===== config.mk =====
export PLATFORM = sky130hd
export DESIGN_NAME = bcpu_core
export DESIGN_NICKNAME = d
export VERILOG_FILES = /design/src/rtl/bcpu_pkg.sv /design/src/rtl/bcpu_decode.sv /design/src/rtl/bcpu_alu.sv /design/src/rtl/bcpu_regfile.sv /design/src/rtl/bcpu_core.sv
export SDC_FILE = /design/constraint.sdc
export NUM_CORES = 1
export LEC_CHECK = 0
export BUFFER_PORTS_ARGS = -buffer_cell sky130_fd_sc_hd__buf_2
export CORE_MARGIN = 3
export CORE_UTILIZATION = 59
export CTS_BUF_LIST = sky130_fd_sc_hd__clkbuf_8
export DETAILED_ROUTE_END_ITERATION = 8
export GPL_TIMING_DRIVEN = 0
export HOLD_SLACK_MARGIN = 0.03
export PLACE_DENSITY = 0.77
export SYNTH_ARGS = -nofsm -noshare
export SYNTH_HDL_FRONTEND = slang
export SYNTH_SLANG_ARGS = --single-unit

===== constraint.sdc =====
create_clock -name clk -period 19 [get_ports clk]
set_input_delay 3.8 -clock clk [delete_from_list [all_inputs] [get_ports clk]]
set_output_delay 3.8 -clock clk [all_outputs]
set_load 0.005 [all_outputs]

===== src/rtl/bcpu_pkg.sv =====
`timescale 1ns/1ps
package bcpu_pkg;

    localparam int DW   = 8;
    localparam int AW   = 8;
    localparam int NREG = 4;
    localparam int RW   = $clog2(NREG);

    typedef logic [DW-1:0] word_t;
    typedef logic [AW-1:0] addr_t;
    typedef logic [RW-1:0] rsel_t;

    localparam word_t OP_HALT   = 8'h00;
    localparam word_t OP_ADD_RR = 8'hA0;
    localparam word_t OP_SUB_RR = 8'hA1;
    localparam word_t OP_MUL_RR = 8'hA2;
    localparam word_t OP_DIV_RR = 8'hA3;
    localparam word_t OP_INC    = 8'hA4;
    localparam word_t OP_MOD_RR = 8'hA6;
    localparam word_t OP_ADD_RI = 8'hB0;
    localparam word_t OP_SUB_RI = 8'hB1;
    localparam word_t OP_MUL_RI = 8'hB2;
    localparam word_t OP_DIV_RI = 8'hB3;
    localparam word_t OP_MOD_RI = 8'hB6;
    localparam word_t OP_MOV_RI = 8'hD0;
    localparam word_t OP_LD_DIR = 8'hD1;
    localparam word_t OP_ST_DIR = 8'hD2;
    localparam word_t OP_LD_PTR = 8'hD3;
    localparam word_t OP_ST_PTR = 8'hD4;

    typedef enum logic [2:0] {
        ALU_ADD, ALU_SUB, ALU_MUL, ALU_DIV, ALU_MOD
    } alu_op_e;

    typedef enum logic [2:0] {
        K_ALU, K_MOVI, K_LOAD, K_STORE, K_HALT, K_BAD
    } kind_e;

    typedef enum logic [2:0] {
        S_FETCH, S_OP1, S_OP2, S_EXEC, S_STOP
    } state_e;

    typedef struct packed {
        kind_e   kind;
        alu_op_e alu;
        logic    src_imm;
        logic    inc;
        logic    ptr;
        logic    two_ops;
    } decoded_t;

    typedef struct packed {
        logic ovf;
        logic sign;
        logic zero;
    } flags_t;

    function automatic flags_t make_flags(word_t r, logic ovf);
        flags_t f;
        f.ovf  = ovf;
        f.sign = r[DW-1];
        f.zero = (r == '0);
        return f;
    endfunction

endpackage


===== src/rtl/bcpu_decode.sv =====
`timescale 1ns/1ps
module bcpu_decode
    import bcpu_pkg::*;
(
    input  word_t    opcode,
    output decoded_t dec
);

    always_comb begin
        dec.kind    = K_BAD;
        dec.alu     = ALU_ADD;
        dec.src_imm = 1'b0;
        dec.inc     = 1'b0;
        dec.ptr     = 1'b0;
        dec.two_ops = 1'b1;
        case (opcode)
            OP_HALT: dec.kind = K_HALT;
            OP_INC: begin
                dec.kind    = K_ALU;
                dec.inc     = 1'b1;
                dec.two_ops = 1'b0;
            end
            OP_ADD_RR, OP_ADD_RI: begin
                dec.kind    = K_ALU;
                dec.alu     = ALU_ADD;
                dec.src_imm = opcode[4];
            end
            OP_SUB_RR, OP_SUB_RI: begin
                dec.kind    = K_ALU;
                dec.alu     = ALU_SUB;
                dec.src_imm = opcode[4];
            end
            OP_MUL_RR, OP_MUL_RI: begin
                dec.kind    = K_ALU;
                dec.alu     = ALU_MUL;
                dec.src_imm = opcode[4];
            end
            OP_DIV_RR, OP_DIV_RI: begin
                dec.kind    = K_ALU;
                dec.alu     = ALU_DIV;
                dec.src_imm = opcode[4];
            end
            OP_MOD_RR, OP_MOD_RI: begin
                dec.kind    = K_ALU;
                dec.alu     = ALU_MOD;
                dec.src_imm = opcode[4];
            end
            OP_MOV_RI: dec.kind = K_MOVI;
            OP_LD_DIR: dec.kind = K_LOAD;
            OP_LD_PTR: begin
                dec.kind = K_LOAD;
                dec.ptr  = 1'b1;
            end
            OP_ST_DIR: dec.kind = K_STORE;
            OP_ST_PTR: begin
                dec.kind = K_STORE;
                dec.ptr  = 1'b1;
            end
            default: dec.kind = K_BAD;
        endcase
    end

endmodule


===== src/rtl/bcpu_alu.sv =====
`timescale 1ns/1ps
module bcpu_alu
    import bcpu_pkg::*;
(
    input  alu_op_e op,
    input  word_t   x,
    input  word_t   y,
    output word_t   res,
    output flags_t  fl,
    output logic    div_zero
);

    localparam int PW = 2 * DW;

    logic [PW-1:0] prod;
    logic          ovf;

    always_comb begin
        prod     = PW'(x) * PW'(y);
        res      = '0;
        ovf      = 1'b0;
        div_zero = ((op == ALU_DIV) || (op == ALU_MOD)) && (y == '0);
        case (op)
            ALU_ADD: begin
                res = x + y;
                ovf = (x[DW-1] == y[DW-1]) && (res[DW-1] != x[DW-1]);
            end
            ALU_SUB: begin
                res = x - y;
                ovf = (x[DW-1] != y[DW-1]) && (res[DW-1] != x[DW-1]);
            end
            ALU_MUL: begin
                res = prod[DW-1:0];
                ovf = |prod[PW-1:DW];
            end
            ALU_DIV: res = div_zero ? x : (x / y);
            ALU_MOD: res = div_zero ? x : (x % y);
            default: res = '0;
        endcase
        fl = make_flags(res, ovf);
    end

endmodule


===== src/rtl/bcpu_regfile.sv =====
`timescale 1ns/1ps
module bcpu_regfile
    import bcpu_pkg::*;
(
    input  logic  clk,
    input  logic  rst,
    input  logic  we,
    input  rsel_t wsel,
    input  word_t wdata,
    input  rsel_t rsel_a,
    input  rsel_t rsel_b,
    output word_t rdata_a,
    output word_t rdata_b
);

    word_t regs [NREG];

    for (genvar i = 0; i < NREG; i++) begin : g_reg
        always_ff @(posedge clk) begin
            if (rst) begin
                regs[i] <= '0;
            end else if (we && (wsel == rsel_t'(i))) begin
                regs[i] <= wdata;
            end
        end
    end

    assign rdata_a = regs[rsel_a];
    assign rdata_b = regs[rsel_b];

endmodule


===== src/rtl/bcpu_core.sv =====
`timescale 1ns/1ps
module bcpu_core
    import bcpu_pkg::*;
(
    input  logic          clk,
    input  logic          rst,
    output logic [AW-1:0] mem_addr,
    input  logic [DW-1:0] mem_rdata,
    output logic [DW-1:0] mem_wdata,
    output logic          mem_we,
    output logic [2:0]    flags,
    output logic          halted,
    output logic          fault
);

    state_e   state;
    addr_t    ip;
    word_t    opc;
    word_t    opa;
    word_t    opb;
    flags_t   flags_q;
    logic     fault_q;

    word_t    dec_in;
    decoded_t dec;
    word_t    rf_a;
    word_t    rf_b;
    word_t    alu_y;
    word_t    alu_res;
    flags_t   alu_fl;
    logic     div_zero;
    logic     rf_we;
    word_t    rf_wdata;

    // During the fetch cycle the opcode is still on the bus; afterwards it is held.
    assign dec_in = (state == S_FETCH) ? mem_rdata : opc;

    bcpu_decode u_dec (
        .opcode (dec_in),
        .dec    (dec)
    );

    bcpu_regfile u_rf (
        .clk     (clk),
        .rst     (rst),
        .we      (rf_we),
        .wsel    (rsel_t'(opa)),
        .wdata   (rf_wdata),
        .rsel_a  (rsel_t'(opa)),
        .rsel_b  (rsel_t'(opb)),
        .rdata_a (rf_a),
        .rdata_b (rf_b)
    );

    always_comb begin
        if (dec.inc) begin
            alu_y = word_t'(1);
        end else if (dec.src_imm) begin
            alu_y = opb;
        end else begin
            alu_y = rf_b;
        end
    end

    bcpu_alu u_alu (
        .op       (dec.alu),
        .x        (rf_a),
        .y        (alu_y),
        .res      (alu_res),
        .fl       (alu_fl),
        .div_zero (div_zero)
    );

    always_comb begin
        rf_we    = 1'b0;
        rf_wdata = alu_res;
        if (state == S_EXEC) begin
            case (dec.kind)
                K_ALU:  rf_we = !div_zero;
                K_MOVI: begin
                    rf_we    = 1'b1;
                    rf_wdata = opb;
                end
                K_LOAD: begin
                    rf_we    = 1'b1;
                    rf_wdata = mem_rdata;
                end
                default: rf_we = 1'b0;
            endcase
        end
    end

    always_comb begin
        mem_addr = ip;
        case (state)
            S_EXEC: begin
                if (dec.kind == K_LOAD) begin
                    mem_addr = dec.ptr ? addr_t'(rf_b) : addr_t'(opb);
                end else if (dec.kind == K_STORE) begin
                    mem_addr = dec.ptr ? addr_t'(rf_a) : addr_t'(opa);
                end
            end
            S_STOP:  mem_addr = '0;
            default: mem_addr = ip;
        endcase
    end

    assign mem_we    = (state == S_EXEC) && (dec.kind == K_STORE);
    assign mem_wdata = rf_b;
    assign flags     = flags_q;
    assign halted    = (state == S_STOP);
    assign fault     = fault_q;

    always_ff @(posedge clk) begin
        if (rst) begin
            state   <= S_FETCH;
            ip      <= '0;
            opc     <= '0;
            opa     <= '0;
            opb     <= '0;
            flags_q <= '0;
            fault_q <= 1'b0;
        end else begin
            case (state)
                S_FETCH: begin
                    opc <= mem_rdata;
                    ip  <= ip + AW'(1);
                    if (dec.kind == K_HALT) begin
                        state <= S_STOP;
                    end else if (dec.kind == K_BAD) begin
                        state   <= S_STOP;
                        fault_q <= 1'b1;
                    end else begin
                        state <= S_OP1;
                    end
                end
                S_OP1: begin
                    opa   <= mem_rdata;
                    ip    <= ip + AW'(1);
                    state <= dec.two_ops ? S_OP2 : S_EXEC;
                end
                S_OP2: begin
                    opb   <= mem_rdata;
                    ip    <= ip + AW'(1);
                    state <= S_EXEC;
                end
                S_EXEC: begin
                    if ((dec.kind == K_ALU) && div_zero) begin
                        state   <= S_STOP;
                        fault_q <= 1'b1;
                    end else begin
                        if (dec.kind == K_ALU) begin
                            flags_q <= alu_fl;
                        end
                        state <= S_FETCH;
                    end
                end
                default: state <= S_STOP;
            endcase
        end
    end

endmodule


# After elaboration in Yosys (flattened, before gate mapping)
# Memories as Yosys holds them, arrays and structs flattened. A register that Yosys moved wholly into a read port is not among the register bits.
# Cells that the tools add are included.
# totals
ff_bits	39
rom_bits	0
latchBits	0
memories	1
wordCells	144
ramBits	32
# memory_table
name	depth	word_bits	rd	rd_clocked_by_memory_dff	wr	line	rtl
u_rf.regs	4	8	2	2	4	bcpu_regfile.sv:16	word_t regs [NREG];
# op_classes
eq_ne	39
mux	51
n_bitwise	5
n_reduce_logical	33
n_lt_le_gt_ge	0
add_sub_neg	3
div	2
n_shift	0
multipliers	1
# ops
op	n
$eq 8x8->1 const B	16
$mux 8	14
$pmux 8 s5	1
$pmux 8 s2	2
$logic_not 8->1	3
$mux 1	21
$pmux 4 s5	1
$eq 3x2->1 const B	6
$reduce_or 2->1	9
$mul 8x8->16	1
$pmux 3 s5	1
$eq 3x3->1 const B	4
$pmux 3 s4	1
$reduce_or 11->1	1
$eq 3x1->1 const B	3
$logic_and 1x1->1	9
$logic_not 3->1	3
$mux 3	3
$add 8x1->8 const B	1
$add 8x8->8	1
$div 8x8->8	1
$mod 8x8->8	1
$mux 2	4
$reduce_or 8->1	1
18 further kinds	26

# Longest topological paths before layout
# depth
ltp_word	17
mapped_depth	70
depth_no_buf	66

# By module
# A second synthesis with hierarchy kept.
# hier_totals
cells_unflattened	1067
area_unflattened_um2	9072.5
# by_module_without_submodules
mod	area_each_um2	instances	cells_per_inst
bcpu_alu	4889.7	1	665
bcpu_core	2323.5	1	259
bcpu_regfile	1614.0	1	106
bcpu_decode	245.2	1	37

# Least setup slack after synthesis
# OpenSTA, ideal clock, no wires.
# synth_timing
path_type	input -> register
startpoint	input mem_rdata[2]
endpoint	register flags_q, in the netlist flags[0]
cell_stages	63
setup_time_ns	0.069
slack_ns	0.745
required_ns	18.931
t_arrival_ns	18.187
cell_sequence	buf_2 inv_1 o21ai_0 o22ai_1 buf_4 a21boi_0 inv_1 ha_1 a21oi_1 a21oi_1 ha_1 or4b_2 o311ai_0 and2_1 nor2_1 ha_1 o21ai_0 nand2b_1 (+27 left out) a2111oi_0 nor2_1 a41oi_1 nor2_1 clkbuf_1 nand2_1 o21ai_0 fa_1 a211oi_1 o21bai_1 a21o_1 o41ai_1 o32ai_1 a2111oi_4 a31oi_1 or4_1 or4_1 o21ai_1
# synth_via
elab_chain_cells	11
# synth_lines
element	line	rtl
start, declared	bcpu_core.sv:8	input logic [DW-1:0] mem_rdata,
$mux 8 *	n/a	
branches (longest 10 deep; another with $mod 8x8->8)	n/a	
end signal, assigned	bcpu_core.sv:153	flags_q <= alu_fl;
end, declared	bcpu_core.sv:21	flags_t flags_q;
# Every way passes the cells marked *.
# A chain may end at the register's enable or synchronous reset.

==> results by stage <==
Run status:
- The flow ran to the end, and the final reports show no timing, DRC or antenna violations.

CTS:
- The longest clock path from root to sink contains 2 buffers.
- The deepest level of the CTS H-tree is 3.
- The clock drives 75 sinks.
- Clock tree synthesis inserted a total of 9 buffers.
- The TritonCTS clock tree is yes.
- The library cell used as clock root buffer is sky130_fd_sc_hd__clkbuf_8.
- The clock-pin slew of the registers on the worst-case setup and hold paths is roughly 0.090 ns.
- The worst-skew pair later-pin latency is between 0.3 and 0.4 ns.

Global routing:
- The total track usage is a little under a third.
- The first global-routing pass estimated approximately 42 mm of wire.
- The number of global-route vias before repair came to ~8200.
- The number of antenna violations at the first check in global routing was 0.
- Entering global routing, the biggest net connects 16 pins.
- The aggregate global routing overflow is 0.

Synthesis:
- The count of unique library cells instantiated by Yosys is 89.
- After synthesis, the mean cell area works out to roughly 8 sq um.
- Yosys attributes the largest share of cell area to sky130_fd_sc_hd__ha_1 12%, sky130_fd_sc_hd__edfxtp_1 10%, sky130_fd_sc_hd__dfxtp_1 9.4%.
- The adder-cell area share of the yosys netlist is around a fifth.
- The synthesized design contains 32 enable-type register cells.
- Of the total synthesized cell area, the portion taken by XOR and XNOR cells is 3.82%.
- The area fraction in and, or, nand and nor cells after synthesis is a little over 20%.
- The number of warnings printed during yosys synthesis is 0.
- The synthesized-area fraction occupied by ao, oa, aoi and oai cells is between 20% and 30%.
- The number of cells produced by synthesis is around 1100.
- Among all flip-flop cells after synthesis, the most frequent one is sky130_fd_sc_hd__dfxtp_1.
- In this run the cell area of the synthesized design comes to approximately 9000 sq um.
- The sequential fraction of the synthesis area is 19.9%.
- The main combinational cell family by area after synthesis is adder cells.
- The post-synth net total is 1259.
- After synthesis, the share of cell area in mux cells is under 10%.
- The share of flip-flops with an asynchronous set or reset after synthesis is 0%.
- The cell type with the highest aggregate area in the netlist is sky130_fd_sc_hd__ha_1.
- The top-area cell type share of the netlist area is 12.4%.
- The number of synthesized register bits is between 70 and 80.

Timing:
- The clock period could shrink to around 18 ns.
- Timing would allow up to between 50 and 60 MHz.
- The post-route fraction of the period consumed by the critical path is a little over nine tenths.
- The worst path setup slack after routing is between 0.7 and 0.8 ns.
- The total count of max-transition violations in the final report is 0.
- At the pin with the least slew margin, the transition time is around 1.3 ns.
- The final number of hold-violating endpoints is 0.
- Setup violations remaining at the end of the flow were counted as 0.
- The worst slew slack as a fraction of its limit is approximately 12%.
- The worst hold margin is slightly below 0.5 ns.
- Between clock sinks in the finished design, the worst skew comes to 0.0188 ns.

Cells and area:
- Summing all multi-input logic gate instances after layout gives 6850 sq um.
- In the final layout, the share of cells above drive strength 1 is 10.9%.
- The footprint of the flip-flops and latches is 1820 sq um.
- The number of inserted diodes is 0.
- The number of filler cells placed in the layout is 1294.
- The count of nets after finishing is around 1300.
- The area added between synthesis and finish is 7.84%.
- For this run, the share of the core covered by cells in the final layout is between 60 and 70%.

Placed design:
- In this run the tool buffered the top-level ports with 30 buffer cells.
- The global placer's final weighted congestion is 1.01.
- OpenSTA, run right after detailed placement, puts the worst setup slack at -2.49 ns.
- Once detailed placement completed, the half-perimeter wirelength came to 20.1 mm.

Setup path:
- Of all nets on the critical path, the largest fanout is 10.
- On the worst path, the slowest cell contributes a delay of about 0.62 ns.
- The slowest stage of the critical path belongs to the cell sky130_fd_sc_hd__or4b_2.
- STA puts the critical path data arrival time at ~18 ns.
- The worst reg2reg path endpoint is u_rf.regs[0][3].
- The register-to-register path setup slack is 3.47 ns.
- For the worst flop-to-flop path, the logic depth is 57.
- In this design, the critical path's most frequently occurring cell is sky130_fd_sc_hd__ha_1.
- The type of the setup path with the least slack is primary input to register.
- The nature of the critical path startpoint is a primary input.
- The required time of the critical path is ~19 ns.
- The endpoint type of the worst setup path is a register.

Die:
- In this run the standard cell core region covers approximately 15000 sq um.
- In this run the horizontal extent of the chip is around 130 um.
- The initial utilization of the core area, before any placement, comes to between 60% and 70%.
- The area of the die is around 17000 sq um.
- The initialized floorplan defines between 40 and 50 standard-cell rows.
- The vertical extent of the die is between 100 and 150 um.
- The total I/O pin count is 32.

Run:
- The count of max-cap constraint violations is 0.

Hold path:
- The end of the worst hold path is opc[7].
- The startpoint identified for the worst hold timing path is opc[7].
- The tightest min-delay check is of the register to register type.
- The number of cells traversed by the worst hold path is 2.

Routing:
- The first detailed-routing pass took 5 iterations.
- The count of nets left with antenna violations once routing finished came out at 0.
- The routed wire length is approximately 26 mm.
- After detailed routing, the number of vias per cell comes to between 6 and 7.
- Dividing the detail-routed wire length by the instance count gives 19.5 um.
- For this run, design rule violations remaining after detail routing come to 0.
- The DRC marker count from the first detailed-route iteration is 950.
- The number of vias in the routed layout is 8697.

Power and ir drop:
- The maximum vdd drop is between 50 and 60 uV.
- The leakage component of the power is 4.42 nW.
- For this design the ratio of total power to cell area is 65.5 nW/um^2.
[cell usage after synthesis, types with 11 or more instances]
| cell | instances |
|---|---|
| sky130_fd_sc_hd__a21o_1 | 18 |
| sky130_fd_sc_hd__a21oi_1 | 56 |
| sky130_fd_sc_hd__a31oi_1 | 11 |
| sky130_fd_sc_hd__clkbuf_1 | 35 |
| sky130_fd_sc_hd__dfxtp_1 | 43 |
| sky130_fd_sc_hd__edfxtp_1 | 32 |
| sky130_fd_sc_hd__fa_1 | 39 |
| sky130_fd_sc_hd__ha_1 | 91 |
| sky130_fd_sc_hd__inv_1 | 95 |
| sky130_fd_sc_hd__mux2_2 | 15 |
| sky130_fd_sc_hd__mux2i_1 | 38 |
| sky130_fd_sc_hd__nand2_1 | 101 |
| sky130_fd_sc_hd__nand3_1 | 14 |
| sky130_fd_sc_hd__nor2_1 | 164 |
| sky130_fd_sc_hd__nor2b_1 | 11 |
| sky130_fd_sc_hd__nor3_1 | 18 |
| sky130_fd_sc_hd__o211ai_1 | 14 |
| sky130_fd_sc_hd__o21a_1 | 15 |
| sky130_fd_sc_hd__o21ai_0 | 48 |
| sky130_fd_sc_hd__xnor2_1 | 22 |
| sky130_fd_sc_hd__xor2_1 | 18 |
[layer usage]
layer	global-route usage (%)	part of all wire [%]	vias up
li1	-	-	4074
met1	42.3	41	4103
met2	51.5	46	439
met3	3.41	9.1	81
met4	12.3	4.3	0
met5	0	0	-
[where the power goes]
group          leakage (nW)  switching, mW  internal [mW]
sequential            0.679        0.00383          0.172
combinational          3.63          0.199          0.133
clock                 0.108         0.0645         0.0746
[logic make-up (layout without fill, tap and decap cells)]
group | count (synthesis) | after routing
simple gates | 396 | 396
compound gates | 269 | 269
buf+inv | 147 | 195
fa+ha+maj | 130 | 130
flops | 75 | 75
mux | 62 | 62
xor+xnor | 40 | 40
[state kept, by name, summed over array words and instances (netlist names), named ones only]
signal     cells
opc            8
u_rf.regs     32
opa            8
flags          3
fault          1
ip             8
opb            8
state          3
[critical path: cells and delay by family]
family                   cells  cell delay (ns)
buffers and inverters        5             1.08
AND/OR/NAND/NOR             23             5.47
adder cells (fa/ha/maj)      7             2.28
multiplexers                 2             0.75
AO/OA/AOI/OAI               22             5.04
[cells in the final DEF, fill, tap and decap left out, types with 6 or more instances in the layout]
cell type	count
sky130_fd_sc_hd__o211ai_1	14
sky130_fd_sc_hd__o21ai_1	14
sky130_fd_sc_hd__o21ai_0	44
sky130_fd_sc_hd__a21oi_1	56
sky130_fd_sc_hd__inv_1	93
sky130_fd_sc_hd__dfxtp_1	43
sky130_fd_sc_hd__fa_1	38
sky130_fd_sc_hd__xor2_1	18
sky130_fd_sc_hd__nand2_1	100
sky130_fd_sc_hd__or4_1	6
sky130_fd_sc_hd__mux2i_1	38
sky130_fd_sc_hd__nor2_1	164
sky130_fd_sc_hd__and2_1	8
sky130_fd_sc_hd__or3_1	8
sky130_fd_sc_hd__nor2b_1	11
sky130_fd_sc_hd__nand4_1	9
sky130_fd_sc_hd__mux4_2	8
sky130_fd_sc_hd__buf_4	8
sky130_fd_sc_hd__mux2_2	15
sky130_fd_sc_hd__o21bai_1	8
sky130_fd_sc_hd__nand2b_1	7
sky130_fd_sc_hd__or2_2	8
sky130_fd_sc_hd__and3_1	10
sky130_fd_sc_hd__buf_2	34
sky130_fd_sc_hd__o21a_1	15
sky130_fd_sc_hd__clkbuf_1	29
sky130_fd_sc_hd__nor3_1	18
sky130_fd_sc_hd__ha_1	91
sky130_fd_sc_hd__a31oi_1	10
sky130_fd_sc_hd__xnor2_1	22
sky130_fd_sc_hd__a21o_1	18
sky130_fd_sc_hd__clkbuf_8	9
sky130_fd_sc_hd__a211o_1	6
sky130_fd_sc_hd__a22o_1	9
sky130_fd_sc_hd__edfxtp_1	32
sky130_fd_sc_hd__a22oi_1	9
sky130_fd_sc_hd__nand3_1	14
[metrics by stage]
step / setup TNS [ns] / instance area, sq um / power (mW) / instances
2_1_floorplan: 0 / 9180 / 0.419 / 1119
3_3_place_gp: -58.27 / 9560 / 0.482 / 1333
3_5_place_dp: -63.60 / 9560 / 0.486 / 1333
4_1_cts: 0 / 9850 / 0.635 / 1352
5_1_grt: -0.0403 / 9900 / 0.690 / 1351
6_report: 0 / 9900 / 0.648 / 1351
[final cells by class]
cell class	count	share of cell area, %
clock buffer	9	1.25
sequential	75	18.4
tap	184	2.33
buffer	45	2.09
multi-input combinational	897	69.2
timing repair buffer	36	1.97
inverter	98	3.79
clock inverter	7	0.986
[worst max path at each step]
| stage | from | endpoint | slack (ns) |
|---|---|---|---|
| 2_1_floorplan | mem_rdata[2] | flags[0] | 0.74 |
| 3_3_place_gp | mem_rdata[2] | flags[0] | -2.32 |
| 3_5_place_dp | mem_rdata[2] | flags[0] | -2.49 |
| 4_1_cts | mem_rdata[0] | u_rf.regs[2][6] | 0.11 |
| 5_1_grt | mem_rdata[2] | flags[0] | -0.04 |
| 6_report | mem_rdata[3] | u_rf.regs[0][3] | 0.77 |
[repair_timing]
| item | CTS | global route |
|---|---|---|
| setup endpoints to repair | 34 | 34 |
| hold endpoints to repair | 0 | 0 |
| hold buffers | 0 | 0 |
| gates cloned | 0 | 0 |
| gates resized for setup | 10 | 16 |
| buffers inserted | 3 | 3 |
| pin swaps | 1 | 3 |
(Power assumes the default switching activity.)
